**config.mk**
```make
export PLATFORM = sky130hd
export DESIGN_NAME = rb_rx_writer
export DESIGN_NICKNAME = d
export VERILOG_FILES = /design/src/rtl/rb_pkg.sv /design/src/rtl/rb_ctrl.sv /design/src/rtl/rb_datapath.sv /design/src/rtl/rb_rx_writer.sv
export SDC_FILE = /design/constraint.sdc
export NUM_CORES = 1
export LEC_CHECK = 0
export ABC_AREA = 1
export ABC_CLOCK_PERIOD_IN_PS = 6900
export BUFFER_PORTS_ARGS = -buffer_cell sky130_fd_sc_hd__buf_4
export CORE_MARGIN = 2
export CORE_UTILIZATION = 29
export CTS_CLUSTER_DIAMETER = 80
export DETAILED_ROUTE_END_ITERATION = 10
export PLACE_DENSITY_LB_ADDON = 0.3
export SLEW_MARGIN = 20
export SYNTH_ARGS = -nofsm -noshare
export SYNTH_HDL_FRONTEND = slang
export SYNTH_SLANG_ARGS = --single-unit
```
**constraint.sdc**
```tcl
create_clock -name clk -period 6.9 [get_ports clk]
set_input_delay 0.345 -clock clk [delete_from_list [all_inputs] [get_ports clk]]
set_output_delay 0.345 -clock clk [all_outputs]
set_load 0.005 [all_outputs]
```
**src/rtl/rb_pkg.sv**
```systemverilog
package rb_pkg;
  // strobes from the control FSM to the datapath
  typedef struct packed {
    logic start;   // frame armed, latch configuration
    logic accept;  // store the current byte
    logic finish;  // frame ends at this edge
  } rbStrobe_t;

  typedef enum logic [0:0] {
    ST_IDLE    = 1'b0,
    ST_CAPTURE = 1'b1
  } rbState_t;
endpackage

```
**src/rtl/rb_ctrl.sv**
```systemverilog
module rb_ctrl
  import rb_pkg::*;
#(
  parameter int MODE_W   = 8,
  parameter int MODE_BIT = 5,
  parameter int LEN_W    = 16
) (
  input  logic              clk,
  input  logic              rstN,
  input  logic [MODE_W-1:0] modeReg,
  input  logic              syncDet,
  input  logic              rxValid,
  input  logic              abortCmd,
  input  logic [LEN_W-1:0]  lenLimit,
  output rbStrobe_t         strobe,
  output logic              busy,
  output logic              eofPulse
);
  rbState_t         state;
  logic [LEN_W-1:0] byteCount;
  logic [LEN_W-1:0] limitQ;
  logic             startEv;
  logic             acceptEv;
  logic             lastByte;
  logic             abortEv;
  logic             zeroLimit;

  always_comb begin
    startEv   = (state == ST_IDLE) && syncDet && modeReg[MODE_BIT];
    zeroLimit = startEv && (lenLimit == '0);
    abortEv   = (state == ST_CAPTURE) && abortCmd;
    acceptEv  = (state == ST_CAPTURE) && rxValid && !abortCmd;
    lastByte  = acceptEv && ((byteCount + LEN_W'(1)) == limitQ);
    strobe.start  = startEv && !zeroLimit;
    strobe.accept = acceptEv;
    strobe.finish = lastByte || abortEv || zeroLimit;
  end

  always_ff @(posedge clk) begin
    if (!rstN) begin
      state     <= ST_IDLE;
      byteCount <= '0;
      limitQ    <= '0;
      eofPulse  <= 1'b0;
    end else begin
      eofPulse <= lastByte || zeroLimit;
      if (strobe.start) begin
        state     <= ST_CAPTURE;
        byteCount <= '0;
        limitQ    <= lenLimit;
      end else if (lastByte || abortEv) begin
        state <= ST_IDLE;
      end else if (acceptEv) begin
        byteCount <= byteCount + LEN_W'(1);
      end
    end
  end

  assign busy = (state == ST_CAPTURE);

  // the count never reaches the limit while capturing
  assert_count_below_limit_R7: assert property (@(posedge clk) disable iff (!rstN)
    (state == ST_CAPTURE) |-> (byteCount < limitQ));

  // an end-of-frame pulse is only seen once capture has stopped
  assert_eof_when_idle_R7: assert property (@(posedge clk) disable iff (!rstN)
    eofPulse |-> (state == ST_IDLE));

  // abort drops to idle without end of frame
  assert_abort_stops_R8: assert property (@(posedge clk) disable iff (!rstN)
    ((state == ST_CAPTURE) && abortCmd) |=> ((state == ST_IDLE) && !eofPulse));

  // without the mode bit, sync leaves the block idle
  assert_mode_gate_R1: assert property (@(posedge clk) disable iff (!rstN)
    ((state == ST_IDLE) && !modeReg[MODE_BIT]) |=> (state == ST_IDLE));
endmodule

```
**src/rtl/rb_datapath.sv**
```systemverilog
module rb_datapath
  import rb_pkg::*;
#(
  parameter int ADDR_W       = 8,
  parameter int DATA_W       = 8,
  parameter int RESERVED_TOP = 32
) (
  input  logic              clk,
  input  logic              rstN,
  input  rbStrobe_t         strobe,
  input  logic [ADDR_W-1:0] baseReg,
  input  logic [ADDR_W-1:0] sizeReg,
  input  logic [ADDR_W-1:0] sigReg,
  input  logic [DATA_W-1:0] rxByte,
  input  logic              clrHalf,
  input  logic              clrFull,
  output logic              ramWe,
  output logic [ADDR_W-1:0] ramAddr,
  output logic [DATA_W-1:0] ramWdata,
  output logic              flagHalf,
  output logic              flagFull
);
  localparam int SUM_W = ADDR_W + 1;
  localparam logic [ADDR_W-1:0] ADDR_MAX = '1;
  localparam logic [ADDR_W-1:0] RES_TOP  = ADDR_W'(RESERVED_TOP);

  logic [ADDR_W-1:0] baseQ;
  logic [ADDR_W-1:0] endQ;
  logic [ADDR_W-1:0] sigAddrQ;
  logic              sigValidQ;
  logic [ADDR_W-1:0] ptrQ;

  logic [SUM_W-1:0]  endSum;
  logic [SUM_W-1:0]  sigSum;
  logic [ADDR_W-1:0] endD;
  logic              atEnd;
  logic              atSig;
  logic              setHalf;
  logic              setFull;

  always_comb begin
    endSum  = {1'b0, baseReg} + {1'b0, sizeReg};
    sigSum  = {1'b0, baseReg} + {1'b0, sigReg};
    endD    = endSum[ADDR_W] ? ADDR_MAX : endSum[ADDR_W-1:0];
    atEnd   = (ptrQ == endQ);
    atSig   = sigValidQ && (ptrQ == sigAddrQ);
    setHalf = strobe.accept && atSig;
    setFull = strobe.accept && atEnd;
  end

  // configuration snapshot and write pointer
  always_ff @(posedge clk) begin
    if (!rstN) begin
      baseQ     <= '0;
      endQ      <= '0;
      sigAddrQ  <= '0;
      sigValidQ <= 1'b0;
      ptrQ      <= '0;
    end else if (strobe.start) begin
      baseQ     <= baseReg;
      endQ      <= endD;
      sigAddrQ  <= sigSum[ADDR_W-1:0];
      sigValidQ <= (sigSum <= {1'b0, endD});
      ptrQ      <= baseReg;
    end else if (strobe.accept) begin
      ptrQ <= atEnd ? baseQ : ptrQ + ADDR_W'(1);
    end
  end

  // registered RAM write port
  always_ff @(posedge clk) begin
    if (!rstN) begin
      ramWe    <= 1'b0;
      ramAddr  <= '0;
      ramWdata <= '0;
    end else begin
      ramWe <= strobe.accept && (ptrQ >= RES_TOP);
      if (strobe.accept) begin
        ramAddr  <= ptrQ;
        ramWdata <= rxByte;
      end
    end
  end

  // interrupt flags, set has priority over clear
  always_ff @(posedge clk) begin
    if (!rstN) begin
      flagHalf <= 1'b0;
      flagFull <= 1'b0;
    end else begin
      flagHalf <= setHalf || (flagHalf && !clrHalf);
      flagFull <= setFull || (flagFull && !clrFull);
    end
  end

  // reserved locations are never written
  assert_no_reserved_write_R9: assert property (@(posedge clk) disable iff (!rstN)
    ramWe |-> (ramAddr >= RES_TOP));

  // every write stays inside the latched window
  assert_write_in_window_R3: assert property (@(posedge clk) disable iff (!rstN)
    ramWe |-> ((ramAddr >= baseQ) && (ramAddr <= endQ)));

  // after the window's last address the pointer returns to the start
  assert_wrap_to_base_R3: assert property (@(posedge clk) disable iff (!rstN)
    (strobe.accept && atEnd && !strobe.start) |=> (ptrQ == baseQ));

  // full flag rises only with a write presented at the window end
  assert_full_at_end_R5: assert property (@(posedge clk) disable iff (!rstN)
    $rose(flagFull) |-> (ramAddr == endQ));

  // clear without a set drops the flag
  assert_clear_half_R6: assert property (@(posedge clk) disable iff (!rstN)
    (clrHalf && !setHalf) |=> !flagHalf);
endmodule

```
**src/rtl/rb_rx_writer.sv**
```systemverilog
module rb_rx_writer
  import rb_pkg::*;
#(
  parameter int ADDR_W       = 8,
  parameter int DATA_W       = 8,
  parameter int LEN_W        = 16,
  parameter int MODE_W       = 8,
  parameter int MODE_BIT     = 5,
  parameter int INT_W        = 8,
  parameter int FULL_BIT     = 6,
  parameter int HALF_BIT     = 5,
  parameter int RESERVED_TOP = 32
) (
  input  logic              clk,
  input  logic              rstN,
  input  logic [MODE_W-1:0] modeReg,
  input  logic              syncDet,
  input  logic              rxValid,
  input  logic [DATA_W-1:0] rxByte,
  input  logic              abortCmd,
  input  logic [ADDR_W-1:0] baseReg,
  input  logic [ADDR_W-1:0] sizeReg,
  input  logic [ADDR_W-1:0] sigReg,
  input  logic [DATA_W-1:0] lenLo,
  input  logic [DATA_W-1:0] lenHi,
  input  logic [INT_W-1:0]  intMask,
  input  logic [INT_W-1:0]  intClr,
  output logic              ramWe,
  output logic [ADDR_W-1:0] ramAddr,
  output logic [DATA_W-1:0] ramWdata,
  output logic [INT_W-1:0]  intSrc,
  output logic              irqOut,
  output logic              eofPulse,
  output logic              busy
);
  rbStrobe_t        strobe;
  logic [LEN_W-1:0] lenLimit;
  logic             flagHalf;
  logic             flagFull;

  assign lenLimit = LEN_W'({lenHi, lenLo});

  rb_ctrl #(
    .MODE_W  (MODE_W),
    .MODE_BIT(MODE_BIT),
    .LEN_W   (LEN_W)
  ) uCtrl (
    .clk     (clk),
    .rstN    (rstN),
    .modeReg (modeReg),
    .syncDet (syncDet),
    .rxValid (rxValid),
    .abortCmd(abortCmd),
    .lenLimit(lenLimit),
    .strobe  (strobe),
    .busy    (busy),
    .eofPulse(eofPulse)
  );

  rb_datapath #(
    .ADDR_W      (ADDR_W),
    .DATA_W      (DATA_W),
    .RESERVED_TOP(RESERVED_TOP)
  ) uData (
    .clk     (clk),
    .rstN    (rstN),
    .strobe  (strobe),
    .baseReg (baseReg),
    .sizeReg (sizeReg),
    .sigReg  (sigReg),
    .rxByte  (rxByte),
    .clrHalf (intClr[HALF_BIT]),
    .clrFull (intClr[FULL_BIT]),
    .ramWe   (ramWe),
    .ramAddr (ramAddr),
    .ramWdata(ramWdata),
    .flagHalf(flagHalf),
    .flagFull(flagFull)
  );

  always_comb begin
    intSrc           = '0;
    intSrc[HALF_BIT] = flagHalf;
    intSrc[FULL_BIT] = flagFull;
    irqOut           = |(intSrc & intMask);
  end

  // a write is only presented after a byte accepted during capture
  assert_write_needs_capture_R2: assert property (@(posedge clk) disable iff (!rstN)
    ramWe |-> $past(busy));

  // no write follows the end-of-frame pulse without a new frame
  assert_quiet_after_eof_R7: assert property (@(posedge clk) disable iff (!rstN)
    (eofPulse && !busy) |=> !ramWe);
endmodule

```
After elaboration in Yosys (flattened, before gate mapping) --
Cells that the tools add are included.
Storage, ports and cells: logic and storage cells 61, flip-flop bits (word level) 86, output and inout bits 28
Cells by class: eq/ne operators 3, $lt $le $gt $ge 2, reduce and logical (&&, ||, !) cells 28, bitwise gates (word level) 4, add/sub/neg operators 4, muxes and demuxes 6
Operator list (count):
- 2-to-1 mux 8 bit | 4
- adder 8 x 8 -> 9 bit | 2
- adder 16 x 1 -> 16 bit (second input constant) | 1
- == test 16 bit | 1
- == test 8 bit | 2
- zero test 16 bit | 1
- logical AND 1 bit | 14
- <= comparator 9 x 8 -> 1 bit | 1
- adder 8 x 1 -> 8 bit (second input constant) | 1
- AND 7 x 8 -> 8 bit | 1
- greater-or-equal comparator 8 x 6 -> 1 bit (second input constant) | 1
- OR reduction 8 bit | 1
- zero test 1 bit | 4
- logical OR 1 bit | 4
- nonzero test 2 bit | 2
- inverter 1 bit | 3
- 2-to-1 mux 1 bit | 2
- AND reduction 2 bit | 1
- OR reduction 2 bit | 1

Depth between registers and ports, before layout --
Gate-level depths: netlist of the first run.
depth in word-level cells 7, gate-level depth with buffers 19, depth with buffers taken out 19

Modules after synthesis --
A second synthesis of the first run with hierarchy kept.
Second synthesis, totals: cells, all modules 804, area, all modules 5474.0 um^2
Modules (own cells, without submodules):
- rb_datapath | times used 1, seq. area each 1041.0 um^2, area an instance 3219.3 um^2, cells each 447
- rb_ctrl | times used 1, seq. area each 680.7 um^2, area an instance 2179.6 um^2, cells each 345
- rb_rx_writer | times used 1, seq. area each 0.0 um^2, area an instance 75.1 um^2, cells each 12

Worst setup path before layout of the first run --
No wires, ideal clock.
path kind in2reg, from in baseReg[0], to reg uData.sigValidQ, stages on the path 19, library setup time 0.121 ns, buffers on the path 0, arrival time 2.636 ns, path slack 4.144 ns, data required time 6.779 ns, cells stage by stage ha_1 -> fa_1 -> nand3_1 -> nand3_1 -> a21oi_1 -> o21ai_0 -> nand2_1 -> nand2_1 -> nand2_1 -> nand2_1 -> a21oi_1 -> ha_1 -> nand2_1 -> nor3_1 -> nor2_1 -> o21ai_0 -> a21oi_1 -> o221ai_1 -> nand2_1
On the way: cells in the longest elaborated chain, start to end 3, elaborated cells on any way between the ends 4, those cells by class add/sub: 2; order compare: 1; mux: 1
Ends and longest elaborated chain:
- start: declaration | line rb_rx_writer.sv:21 | input logic [ADDR_W-1:0] baseReg,
- adder 8 x 8 -> 9 bit | line rb_datapath.sv:42 | endSum = {1'b0, baseReg} + {1'b0, sizeReg};
- 2-to-1 mux 8 bit | line rb_datapath.sv:44 | endD = endSum[ADDR_W] ? ADDR_MAX : endSum[ADDR_W-1:0];
- <= comparator 9 x 8 -> 1 bit * | line rb_datapath.sv:63 | sigValidQ <= (sigSum <= {1'b0, endD});
- end signal: assignment | line rb_datapath.sv:63
- end: declaration | line rb_datapath.sv:30 | logic sigValidQ;
Mark *: on every way between the ends. The rest lies on a longest branch, timed or not. A chain may end at the register's enable or synchronous reset.

Worst setup path after layout of the first run --
Same ends and word-level chain as after synthesis.

==> metrics.txt, run 1 <==
largest net degree at the start of global routing 36; hold crit path type primary input to flip-flop; Req. time, crit path 7.14 ns; layout cell share with drive strength beyond 1 0.1713; Hold Path Origin lenLo[2]; Avg Cell Area, Syn 6.807 µm²; antenna-violating nets left 0; All-Layer GR Usage 0.1520; Layout area overhead 20.60%; dpl cells between 1000 and 1500; Final min period approximately 3 ns; routed wire length per instance 12.87 µm; Initial Util 0.2967; gpl congestion 0.8506; Filler Cell Count 1901; CTS resizes 0; DRT Pass-1 Iters 5; max-slew violation count 0; mapped cell area 5132 µm²; CTS H-tree depth 3; final period utilization 0.4222; compound-cell area share of the yosys netlist 0.1333; Synth Register Bits 86; Yosys cell types 40; Internal around 0.87 mW; mux share of post-synthesis cell area 0; RSZ-0062 raised after global routing false; Clock power frac 0.394; DP HPWL between 10 and 15 mm; M3 GR Usage 0.02667; clock tree root buffer cell clkbuf_16; post-CTS setup buffers 0; gr ovfl total 0; fraction of the mapped netlist area in simple logic gates 0.3191; Worst R2R Start uCtrl.byteCount[0]$_SDFFE_PP0P_; first-pass GRT wire length 22.15 mm; CTS sink cnt 86; max_cap viols 0; CP max stage delay 0.41 ns; CP max FO 8; Max Fclk 343.3 MHz; Critical Path Most Common Cell nand2_1; power density over the cells 202.0 nW/µm²; clk buf depth 2; Synth Area in Adders 0.07362; CP top delay family simple AND/OR/NAND/NOR gates; Worst setup SP type primary input; Layout Cells excl Fill 1054; most frequent cells in the layout nand2_1, inv_1, dfxtp_1; Post-synth EDFFs 0; Std-Cell Rows 48; Peak VDD IR approximately 0.12 mV; initial antenna violation count 0; relative slew slack 0.5532; hold buffers post-CTS 0; crit end category flip-flop; Post-synth ARST share 0; I/O Buffers 79; Placed Area 5893 µm²; CP Class primary input to flip-flop; largest family of logic cells by synthesized area simple AND/OR/NAND/NOR gates; CP Launch Point baseReg[0]; chip height around 140 µm; clk slew on worst S/H paths 0.07 ns; Buffers & Inverters on Critical Path 1; XOR/XNOR share of the synthesized area 0.03072; DRC Markers 0; Worst EP arrival 3.16 ns; Switching Share 0.3066; ys flop type dfxtp_1; CTS buffer count 9; width of the die 137.0 µm; final hold vios 0; clk_skew about 0.0094 ns; status finished, final reports clean; Static Leak just under 3 nW; via count about 4800; full die area 18780 µm²; Diodes inserted 0; worst-margin pin slew between 0.6 and 0.7 ns; Synth Instances around 750; CTS tree yes; setup violators final 0; drt total wl 13.56 mm; met1 capacity usage during global routing 0.1983; core area 17300 µm²; Ys Warns 0; vias in the first global route ~4600; part of the power in registers 0.428; First DRT Iteration DRCs 358; routing usage on met2 0.2510; Ports 105; GR peak layer met2; Combinational Power Share 0.178; sum of negative setup slack 0 ns; commonest non-fill, non-tap cell in the layout nand2_1; Seq/Total Area, Yosys 0.3354; crit-path cells buf_4, ha_1, fa_1, nand3_1, nand3_1, a21oi_1, o21ai_0, nand2_1, nand2_1, nand2_1, nand2_1, a21oi_1, ha_1, nand2_1, nor3_1, nor2_1, o21ai_0, a21oi_1, o221ai_1, nand2_1; vias per std cell about 4.6; slowest cell on the critical path fa_1; Final Cell Area 6190 µm²; Clk Latency, worst-skew pair 0.36 ns; final net count 930; switching pwr 0.3833 mW
## tightest hold or removal path, stage by stage
cell and delay (ns):
buf_4 0.08, nand2_1 0.04, o21ai_0 0.05
## through the flow
step	util	worst slack [ns]	total power, mW	hold slack [ns]
final	0.3579	3.987	1.250	0.1991
after global placement	0.3407	3.600	0.7675	0.4500
after floorplan	-	4.144	0.6932	0.4205
after CTS	0.3579	3.965	1.264	0.1931
after detailed placement	0.3407	3.594	0.7694	0.4538
after global routing	0.3579	3.582	1.316	0.2034
## logic make-up (layout without fill, tap and decap cells)
| group | Yosys count | after routing |
|---|---|---|
| xor gates and xnor gates | 18 | 18 |
| DFF | 86 | 86 |
| buffers and inverters | 133 | 203 |
| AOI/OAI and AO/OA | 117 | 117 |
| adders and majority gates | 29 | 29 |
| and+or+nand+nor | 370 | 370 |
| other | 1 | 6 |
## path summary, 6_finish.rpt
check | end | slack, ns | cells past startpoint
setup / recovery | uData.sigValidQ$_SDFFE_PN0P_ | 3.99 | 20
hold / removal | uCtrl.limitQ[2]$_SDFFE_PN0P_ | 0.20 | 3
setup reg to reg | uCtrl.byteCount[3]$_SDFFE_PP0P_ | 4.12 | 14
hold reg to reg | uData.baseQ[6]$_SDFFE_PN0P_ | 0.47 | 2
## final cells by class
class	instances	area [µm²]	area share
multi-input combinational	540	2880	0.4653
sequential	86	1722	0.2781
timing repair buffer	82	615.6	0.09945
inverter	105	394.1	0.06367
tap	225	281.5	0.04548
clock buffer	9	225.2	0.03639
clock inverter	7	71.32	0.01152
## flip-flops by register name, indices dropped and copies added, names as in the netlist
register	count
uData.sigValidQ	1
uData.baseQ	8
uData.sigAddrQ	8
uCtrl.busy	1
uData.ramWdata	8
uData.ptrQ	8
uCtrl.byteCount	16
uData.flagFull	1
uData.ramAddr	8
uData.ramWe	1
uCtrl.eofPulse	1
uData.endQ	8
uData.flagHalf	1
uCtrl.limitQ	16
## power groups by stage
stage,logic [mW],registers [mW],clock network [mW]
after floorplan,0.153,0.541,0
after global placement,0.222,0.546,0
after detailed placement,0.224,0.546,0
after CTS,0.224,0.535,0.505
after global routing,0.255,0.538,0.523
final,0.222,0.535,0.493
## layer usage
layer | share of wire | up-vias
met5 | 0 | -
met4 | 0.016 | 0
met3 | 0.045 | 15
met2 | 0.46 | 92
met1 | 0.48 | 2122
li1 | - | 2580
## synth_stat cells, types with 2 or more instances
| cell type | number | share of area |
|---|---|---|
| clkbuf_1 | 15 | 0.011 |
| nor3_2 | 2 | 0.0039 |
| nor3_1 | 5 | 0.0049 |
| nor2_4 | 4 | 0.0088 |
| buf_1 | 2 | 0.0015 |
| nor4_1 | 3 | 0.0037 |
| xnor2_1 | 5 | 0.0085 |
| nor2_2 | 24 | 0.029 |
| nand4_1 | 15 | 0.018 |
| a21o_1 | 2 | 0.0029 |
| nand2_2 | 4 | 0.0049 |
| or2_2 | 6 | 0.0073 |
| ha_1 | 27 | 0.066 |
| o211ai_1 | 6 | 0.0088 |
| o21ai_0 | 37 | 0.036 |
| o22ai_1 | 24 | 0.029 |
| inv_1 | 102 | 0.075 |
| a21oi_1 | 29 | 0.028 |
| xor2_1 | 13 | 0.022 |
| a31oi_1 | 8 | 0.0098 |
| a22o_1 | 5 | 0.0085 |
| inv_2 | 3 | 0.0022 |
| nand2_1 | 200 | 0.15 |
| fa_1 | 2 | 0.0078 |
| dfxtp_1 | 86 | 0.34 |
| nand3_1 | 51 | 0.050 |
| buf_4 | 8 | 0.012 |
| nor2_1 | 54 | 0.039 |
(Power assumes the default switching activity.)
==> run 2: changes to the inputs <==
- ABC_CLOCK_PERIOD_IN_PS: 6900 -> 2660
- clock period: 6.9 -> 2.66 ns (I/O delays scaled with it)
==> run 2 against run 1 <==
Critical path depth shrank 5; highest routed layer unchanged; register-to-register slack worse by 3.9 ns; non-clock buffer count rose by 35.
==> metrics.txt, run 2 (synthesis gave the netlist of run 1 again) <==
DRC Markers 0; setup violators final 0; final hold vios 0; sum of negative setup slack 0 ns; Critical Path Most Common Cell nand2_1; width of the die 137.0 µm; CP max FO 29; Max Fclk 413.9 MHz; Std-Cell Rows 48; clock tree root buffer cell clkbuf_16; chip height 137.0 µm; hold crit path type primary input to flip-flop; core area 17300 µm²; largest net degree at the start of global routing 34; final period utilization 0.9084; max-slew violation count 0; final core utilization 0.3763; via count 5012; DRT Pass-1 Iters 5; Peak VDD IR 0.2874 mV; vias in the first global route 4592; Worst setup SP type flip-flop; Ports 105; Hold Path Origin rxByte[1]; Total Power 3.301 mW; clk slew on worst S/H paths ~0.070 ns; antenna-violating nets left 0; Worst R2R Start uCtrl.byteCount[1]$_SDFFE_PP0P_; crit-path cells ha_1, nand2_1, nor2_4, nand4_1, nand2_1, nand2_1, nand2_1, nand2_1, nor3_2, nand2_1, nand2_2, buf_12, inv_1, nor2_1, nor2_1; CP max stage delay 0.39 ns; Worst EP arrival 2.66 ns; vias per std cell roughly 4.6; slowest cell on the critical path dfxtp_1; routed wire length per instance 12.79 µm; final net count around 970; gr ovfl total 0; Layout area overhead 26.82%; crit end category flip-flop; status finished, final reports clean; First DRT Iteration DRCs 338; CTS buffer count 9; power density over the cells 507.1 nW/µm²; most frequent cells in the layout nand2_1, buf_4, inv_1; gpl congestion 0.8353; full die area 18780 µm²; CTS H-tree depth 3; worst-margin pin slew 0.5464 ns; Final min period 2.416 ns; CP Class flip-flop to flip-flop; CP Launch Point uCtrl.byteCount[1]$_SDFFE_PP0P_; CTS tree yes; initial antenna violation count 0; CTS sink cnt 86; Diodes inserted 0; registers with the most flip-flops uCtrl.byteCount x16, uCtrl.limitQ x16; relative slew slack 0.6352; commonest non-fill, non-tap cell in the layout nand2_1; I/O Buffers 79; clk buf depth 2; Initial Util 0.2967; clk_skew roughly 0.0075 ns; Req. time, crit path just under 3 ns; layout cell share with drive strength beyond 1 0.2072; Static Leak about 3.1 nW; All-Layer GR Usage 0.1538; drt total wl 13.92 mm; Clk Latency, worst-skew pair 0.35 ns; DP HPWL 10.77 mm; max_cap viols 0; first-pass GRT wire length 22.60 mm
-- run 2: changes by cell type in the layout (fill, tap and decap cells not counted), sizes merged --
cell         delta
buf            +30
dlygate4sd3     +5
clkinv          +1
inv             -1
-- run 2: critical path: cells and delay by family (launching register included) --
kind,cells,cell delay (ns)
flip-flops,1,0.39
AND/OR/NAND/NOR,12,1.46
buffers and inverters,2,0.27
adder cells (fa/ha/maj),1,0.18
-- run 2: metrics by stage --
stage / instances / hold slack (ns) / instance area [µm²] / setup slack (ns)
3_3_place_gp: 1064 / 0.3495 / 6101 / -0.1891
2_1_floorplan: 759 / 0.2457 / 5151 / 0.1155
5_1_grt: 1089 / 0.01470 / 6509 / -0.01656
6_report: 1089 / 0.01129 / 6509 / 0.2437
3_5_place_dp: 1064 / 0.3529 / 6101 / -0.1882
4_1_cts: 1085 / 0.000004274 / 6441 / 0.1588
-- run 2: path summary, 6_finish.rpt --
check | end | slack, ns | cells after the start
setup reg to reg | uCtrl.byteCount[0]$_SDFFE_PP0P_ | 0.24 | 15
hold reg to reg | uData.sigValidQ$_SDFFE_PN0P_ | 0.47 | 2
setup / recovery | uCtrl.byteCount[0]$_SDFFE_PP0P_ | 0.24 | 15
hold / removal | uData.ramWdata[1]$_SDFFE_PN0P_ | 0.01 | 3
-- run 2: cell type report --
type	count	area, µm²
clock inverters	7	65.06
clock buffers	9	225.2
fillers	1873	10790
repair buffers	117	903.4
multi-input cells	540	2918
inverters	105	394.1
flip-flops and latches	86	1722
well taps	225	281.5
-- run 2: power breakdown --
group | leakage, nW | internal, mW | switching, mW
Clock | 0.146 | 0.658 | 0.576
Sequential | 0.700 | 1.34 | 0.0420
Combinational | 2.30 | 0.312 | 0.368
-- run 2: repair_timing --
item / in CTS / in global routing
hold endpoints to repair: 5 / 0
endpoints found under the setup margin: 0 / 4
buffers inserted: 0 / 4
hold buffers: 5 / 0
resized for setup: 0 / 11
-- run 2: metal layers --
metal / vias up / track usage / routed length [µm]
li1: 2652 / - / -
met1: 2228 / 0.2060 / 6599
met2: 115 / 0.2488 / 6443
met3: 17 / 0.02778 / 653
met4: 0 / 0.05155 / 227
met5: - / 0 / 0
